--- src/rtl/nvsd_pkg.sv ---
// Package nvsd_pkg
// Shared widths and the magic key values for the nonvolatile command
// sequence detector. Assumes a 15-bit address of which the low 14 bits
// are compared.
package nvsd_pkg;
    localparam int ADDR_W   = 15;
    localparam int KEY_W    = 14;
    localparam int N_PREFIX = 5;

    localparam logic [KEY_W-1:0] STORE_KEY  = 14'h0FC0;
    localparam logic [KEY_W-1:0] RECALL_KEY = 14'h0C63;

    // Returns the key expected at leading step idx (0 = first cycle).
    function automatic logic [KEY_W-1:0] prefix_key(input int idx);
        case (idx)
            0:       return 14'h0E38;
            1:       return 14'h31C7;
            2:       return 14'h03E0;
            3:       return 14'h3C1F;
            default: return 14'h303F;
        endcase
    endfunction
endpackage

--- src/rtl/nvsd_addr_cmp.sv ---
// Module nvsd_addr_cmp
// Compares the key field of the current address against every leading
// key and against both final keys. Purely combinational; assumes the
// caller has already stripped the ignored upper address bits.
module nvsd_addr_cmp
    import nvsd_pkg::*;
#(
    parameter int N_STEP_KEYS = N_PREFIX
) (
    input  logic [KEY_W-1:0]       key_addr,
    output logic [N_STEP_KEYS-1:0] pre_hit,
    output logic                   store_hit,
    output logic                   recall_hit
);
    // One comparator per leading step.
    for (genvar gi = 0; gi < N_STEP_KEYS; gi++) begin : g_pre
        assign pre_hit[gi] = (key_addr == prefix_key(gi));
    end

    // Final-step comparators that choose the operation.
    assign store_hit  = (key_addr == STORE_KEY);
    assign recall_hit = (key_addr == RECALL_KEY);
endmodule

--- src/rtl/nvsd_step_fsm.sv ---
// Module nvsd_step_fsm
// Tracks how many leading keys have matched in order. Counted cycles
// (selected, valid) either advance, restart at step one, or clear the
// count; uncounted cycles leave it untouched. Assumes pre_hit and
// final_hit come from the same cycle as cyc_sel.
module nvsd_step_fsm #(
    parameter int N_PREFIX = 5,
    parameter int STEP_W   = $clog2(N_PREFIX + 1)
) (
    input  logic                clk,
    input  logic                rst_n,
    input  logic                cyc_sel,
    input  logic                is_read,
    input  logic [N_PREFIX-1:0] pre_hit,
    input  logic                final_hit,
    output logic [STEP_W-1:0]   step,
    output logic                at_last,
    output logic                fire
);
    localparam int              PAD_W = (1 << STEP_W) - N_PREFIX;
    localparam logic [STEP_W-1:0] LAST  = STEP_W'(N_PREFIX);

    logic [(1<<STEP_W)-1:0] hit_pad;
    logic [STEP_W-1:0]      step_nxt;

    assign hit_pad = {{PAD_W{1'b0}}, pre_hit};
    assign at_last = (step == LAST);
    assign fire    = cyc_sel & is_read & at_last & final_hit;

    // Next-step decision for a counted cycle.
    always_comb begin
        step_nxt = step;
        if (cyc_sel) begin
            if (!is_read) begin
                step_nxt = '0;
            end else if (!at_last && hit_pad[step]) begin
                step_nxt = step + 1'b1;
            end else if (pre_hit[0]) begin
                step_nxt = STEP_W'(1);
            end else begin
                step_nxt = '0;
            end
        end
    end

    // Step register with synchronous reset.
    always_ff @(posedge clk) begin
        if (!rst_n) begin
            step <= '0;
        end else begin
            step <= step_nxt;
        end
    end
endmodule

--- src/rtl/nvsd_req_gen.sv ---
// Module nvsd_req_gen
// Turns the completing cycle into one-clock request pulses towards the
// nonvolatile controller. Assumes fire is high for one clock per run.
module nvsd_req_gen (
    input  logic clk,
    input  logic rst_n,
    input  logic fire,
    input  logic store_hit,
    input  logic recall_hit,
    output logic store_req,
    output logic recall_req
);
    // Register the selected request so it appears the clock after.
    always_ff @(posedge clk) begin
        if (!rst_n) begin
            store_req  <= 1'b0;
            recall_req <= 1'b0;
        end else begin
            store_req  <= fire & store_hit;
            recall_req <= fire & recall_hit & ~store_hit;
        end
    end
endmodule

--- src/rtl/nv_seq_detect.sv ---
// Module nv_seq_detect
// Top of the software nonvolatile command sequence detector. Watches
// one memory cycle per cyc_valid strobe, recognises the six-address
// read run and issues store or recall request pulses, plus a data
// output disable during the completing cycle. Assumes one strobe per
// memory cycle and synchronous inputs; output enable is not used.
module nv_seq_detect
    import nvsd_pkg::*;
#(
    parameter int N_STEPS = N_PREFIX + 1
) (
    input  logic              clk,
    input  logic              rst_n,
    input  logic              cyc_valid,
    input  logic [ADDR_W-1:0] addr,
    input  logic              ce_n,
    input  logic              we_n,
    input  logic              oe_n,
    output logic              store_req,
    output logic              recall_req,
    output logic              dout_off
);
    localparam int N_LEAD = N_STEPS - 1;
    localparam int STEP_W = $clog2(N_STEPS);

    logic [KEY_W-1:0]  key_addr;
    logic [N_LEAD-1:0] pre_hit;
    logic              store_hit;
    logic              recall_hit;
    logic              cyc_sel;
    logic [STEP_W-1:0] step;
    logic              at_last;
    logic              fire;
    logic              unused_inputs;

    assign key_addr      = addr[KEY_W-1:0];
    assign cyc_sel       = cyc_valid & ~ce_n;
    assign unused_inputs = &{1'b0, oe_n, addr[ADDR_W-1:KEY_W]};

    nvsd_addr_cmp #(
        .N_STEP_KEYS (N_LEAD)
    ) cmp_i (
        .key_addr   (key_addr),
        .pre_hit    (pre_hit),
        .store_hit  (store_hit),
        .recall_hit (recall_hit)
    );

    nvsd_step_fsm #(
        .N_PREFIX (N_LEAD),
        .STEP_W   (STEP_W)
    ) fsm_i (
        .clk       (clk),
        .rst_n     (rst_n),
        .cyc_sel   (cyc_sel),
        .is_read   (we_n),
        .pre_hit   (pre_hit),
        .final_hit (store_hit | recall_hit),
        .step      (step),
        .at_last   (at_last),
        .fire      (fire)
    );

    nvsd_req_gen req_i (
        .clk        (clk),
        .rst_n      (rst_n),
        .fire       (fire),
        .store_hit  (store_hit),
        .recall_hit (recall_hit),
        .store_req  (store_req),
        .recall_req (recall_req)
    );

    assign dout_off = fire;
endmodule

--- config.mk ---
export PLATFORM = sky130hd
export DESIGN_NAME = nv_seq_detect
export DESIGN_NICKNAME = d
export VERILOG_FILES = /design/src/rtl/nvsd_pkg.sv /design/src/rtl/nvsd_addr_cmp.sv /design/src/rtl/nvsd_step_fsm.sv /design/src/rtl/nvsd_req_gen.sv /design/src/rtl/nv_seq_detect.sv
export SDC_FILE = /design/constraint.sdc
export NUM_CORES = 1
export LEC_CHECK = 0
export CORE_AREA = 3 3 40 42
export DETAILED_ROUTE_END_ITERATION = 8
export DIE_AREA = 0 0 43 45
export PLACE_DENSITY_LB_ADDON = 0.12
export RECOVER_POWER = 50
export SYNTH_ARGS = -nofsm -noshare
export SYNTH_HDL_FRONTEND = slang
export SYNTH_SLANG_ARGS = --single-unit
--- constraint.sdc ---
create_clock -name clk -period 2.4 [get_ports clk]
set_input_delay 0.36 -clock clk [delete_from_list [all_inputs] [get_ports clk]]
set_output_delay 0.36 -clock clk [all_outputs]
set_load 0.1 [all_outputs]
==> run_results.csv <==
group,metric,value,unit
outcome,outcome,"complete, no violations",
min_path,min_path_type,"reg2reg",
synthesis,avgSynthCellArea,8.09,µm²
final_layout,num_antenna_cells,0,
floorplanning,dieArea,1940,µm²
setup_path,rr_startpoint,"fsm_i.step[0]$_SDFFE_PN0N_",
sta,fin_worst_skew,5.98,ps
routing,drc,0,
sta,period_needed,2360,ps
sta,hold_viol,0,
power_and_ir_drop,p_leak,0.239,nW
clock_tree,clockBufferDepth,2,
clock_tree,cts_htree_levels,1,
grt,grtUsageTotal,14.6,%
synthesis,synth_top_area_share,21.3,%
grt,busiest_layer,"met2",
routing,totalWireLength,1310,µm
final_layout,fin_nets,108,
synthesis,syn_nets,81,
synthesis,synth-edff-count,0,
final_layout,area_delta_synth_final,63.5,%
sta,maxSlewViolCount,0,
routing,first_pass_iters,4,
sta,fmax,425,MHz
setup_path,path_max_fanout,4,
sta,tightest_slew,1180,ps
place,place_inst,94,
clock_tree,cts_buffers,3,
floorplanning,pin_count,24,
synthesis,synth.distinct_cells,29,
routing,wire_per_inst,13.2,µm
clock_tree,cts.sinks,5,
setup_path,crit_path_end_kind,"primary output",
synthesis,synth-async-reset-ratio,0,%
synthesis,yosysTopAreaCell,"dfxtp_1",
floorplanning,start_util,36.5,%
sta,rsz0062_at_grt,"no",
clock_tree,clock_latency,250,ps
flow_run,cap_violations,0,
clock_tree,path_clk_slew,40,ps
sta,finalCritPeriodShare,98.1,%
sta,maxSlewHeadroom,22.0,%
place,gp_congestion,0.841,
grt,use_met1,17.7,%
grt,antenna_found_initial,0,
power_and_ir_drop,peakVddDrop,0.195,mV
setup_path,critPathLaunchType,"input port",
final_layout,mostFrequentLayoutCell,"clkdlybuf4s50_1",
floorplanning,fp.dieH,45,µm
final_layout,drive_above_1_share,16.7,%
clock_tree,cts_tree,"built",
clock_tree,clockRootBuffer,"clkbuf_4",
floorplanning,fp.dieW,43,µm
synthesis,synth_area,469,µm²
grt,use_met3,6.77,%
sta,finalSetupViolCount,0,
grt,grt_overflow,0,
routing,drtIter0Drc,7,
floorplanning,rows,13,
place,place.port_buffers,21,
sta,whs,548,ps
routing,detail-route-antenna-nets,0,
min_path,holdCritStartpoint,"fsm_i.step[2]$_SDFFE_PN0N_",
synthesis,synthCells,58,
setup_path,cp_data_required_time,2040,ps
final_layout,nFillCells,123,
setup_path,critPathKind,"in2out",
place,dp_hpwl,1030,µm
synthesis,synth_flop_cell,"dfxtp_1",
final_layout,final_cell_count_no_fill,99,
grt,grt_first_pass_wirelength,2050,µm
setup_path,crit_start,"addr[5]",
final_layout,final_cell_mix,"17 x clkdlybuf4s50_1, 5 x nand2_1, 5 x nor4_1, 5 x dfxtp_1",
synthesis,ys_ff_latch,5,
synthesis,synth.area.top_cells,"dfxtp_1 21%, nand4bb_1 9.6%, nor4_1 6.7%, ha_1 5.3%, nand3_1 4.3%",
power_and_ir_drop,power-per-cell-area,311,nW/µm²
routing,vias,564,
grt,grt_pass1_vias,470,
floorplanning,fp.coreArea,1280,µm²
synthesis,yosysSeqAreaShare,21.3,%
synthesis,yosys_warnings,0,
grt,grt_max_degree,10,
routing,via_per_inst,5.70,
setup_path,crit_arrival,2000,ps
grt,use_met2,22.8,%
==> layer usage <==
layer,routed length [µm],share of wire [%]
met5,0,0
met1,609,47
met2,560,43
met3,117,9.0
met4,18,1.4
==> critical path, stage by stage <==
cell,delay (ps)
clkdlybuf4s50_1,540
nand4b_1,130
or3_4,380
a2111oi_4,370
buf_12,220
==> synth_stat cells (2+ instances only) <==
cell type and instances:
dfxtp_1 5, nand2_1 5, nor4_1 5, nand3_1 4
nand4bb_1 4, nand2b_1 3, nor2_1 3, ha_1 2
inv_1 2, nand3b_1 2, o22ai_1 2, or2_2 2
or3_1 2, or4_1 2
==> power breakdown <==
part           total [mW]  internal (mW)  switching [mW]
clock               0.102         0.0631          0.0385
combinational      0.0537         0.0346          0.0191
sequential         0.0833         0.0833      0.00000102
==> kinds of logic (layout without fill, tap and decap cells) <==
kind of cell	Yosys count	count (layout)	share of synthesized area [%]
adders and majority gates	2	2	5.33
buffers and inverters	2	28	1.60
and+or+nand+nor	39	39	54.7
AOI/OAI and AO/OA	10	10	17.1
DFF	5	5	21.3
==> flip-flops by register name (all words and copies together) (netlist names) <==
| register | flops |
|---|---|
| req_i.recall_req | 1 |
| req_i.store_req | 1 |
| fsm_i.step | 3 |
==> metrics by stage <==
step           TNS [ps]  setup slack, ps  utilization (%)  power [mW]  instance area, µm²
5_1_grt               0             6.14             59.7       0.256                 767
4_1_cts               0             3.05             59.0       0.244                 758
3_5_place_dp          0             1.81             57.0       0.137                 732
3_3_place_gp      -1.77            -1.77             57.0       0.137                 732
2_1_floorplan     -44.6            -44.6                -      0.0993                 498
6_report              0             44.6             59.7       0.239                 767
==> area by class of cell <==
type	count	area, µm²	area share (%)
repair buffers	22	218	28.4
clock buffers	4	26.3	3.43
inverters	2	7.51	0.979
multi-input cells	51	397	51.7
flip-flops and latches	5	100	13.1
well taps	15	18.8	2.45
==> repair_timing <==
item	in CTS	in global routing
endpoints found under the setup margin	0	1
buffers inserted	0	1
hold buffers	0	0
resized for setup	0	2
==> path summary, 6_finish.rpt <==
kind / to / slack, ps / cells after the start
setup / recovery: dout_off / 40 / 5
hold / removal: fsm_i.step[2]$_SDFFE_PN0N_ / 550 / 2
setup reg to reg: fsm_i.step[0]$_SDFFE_PN0N_ / 510 / 5
hold reg to reg: fsm_i.step[2]$_SDFFE_PN0N_ / 550 / 2
Power figures use the tool's default switching activity.
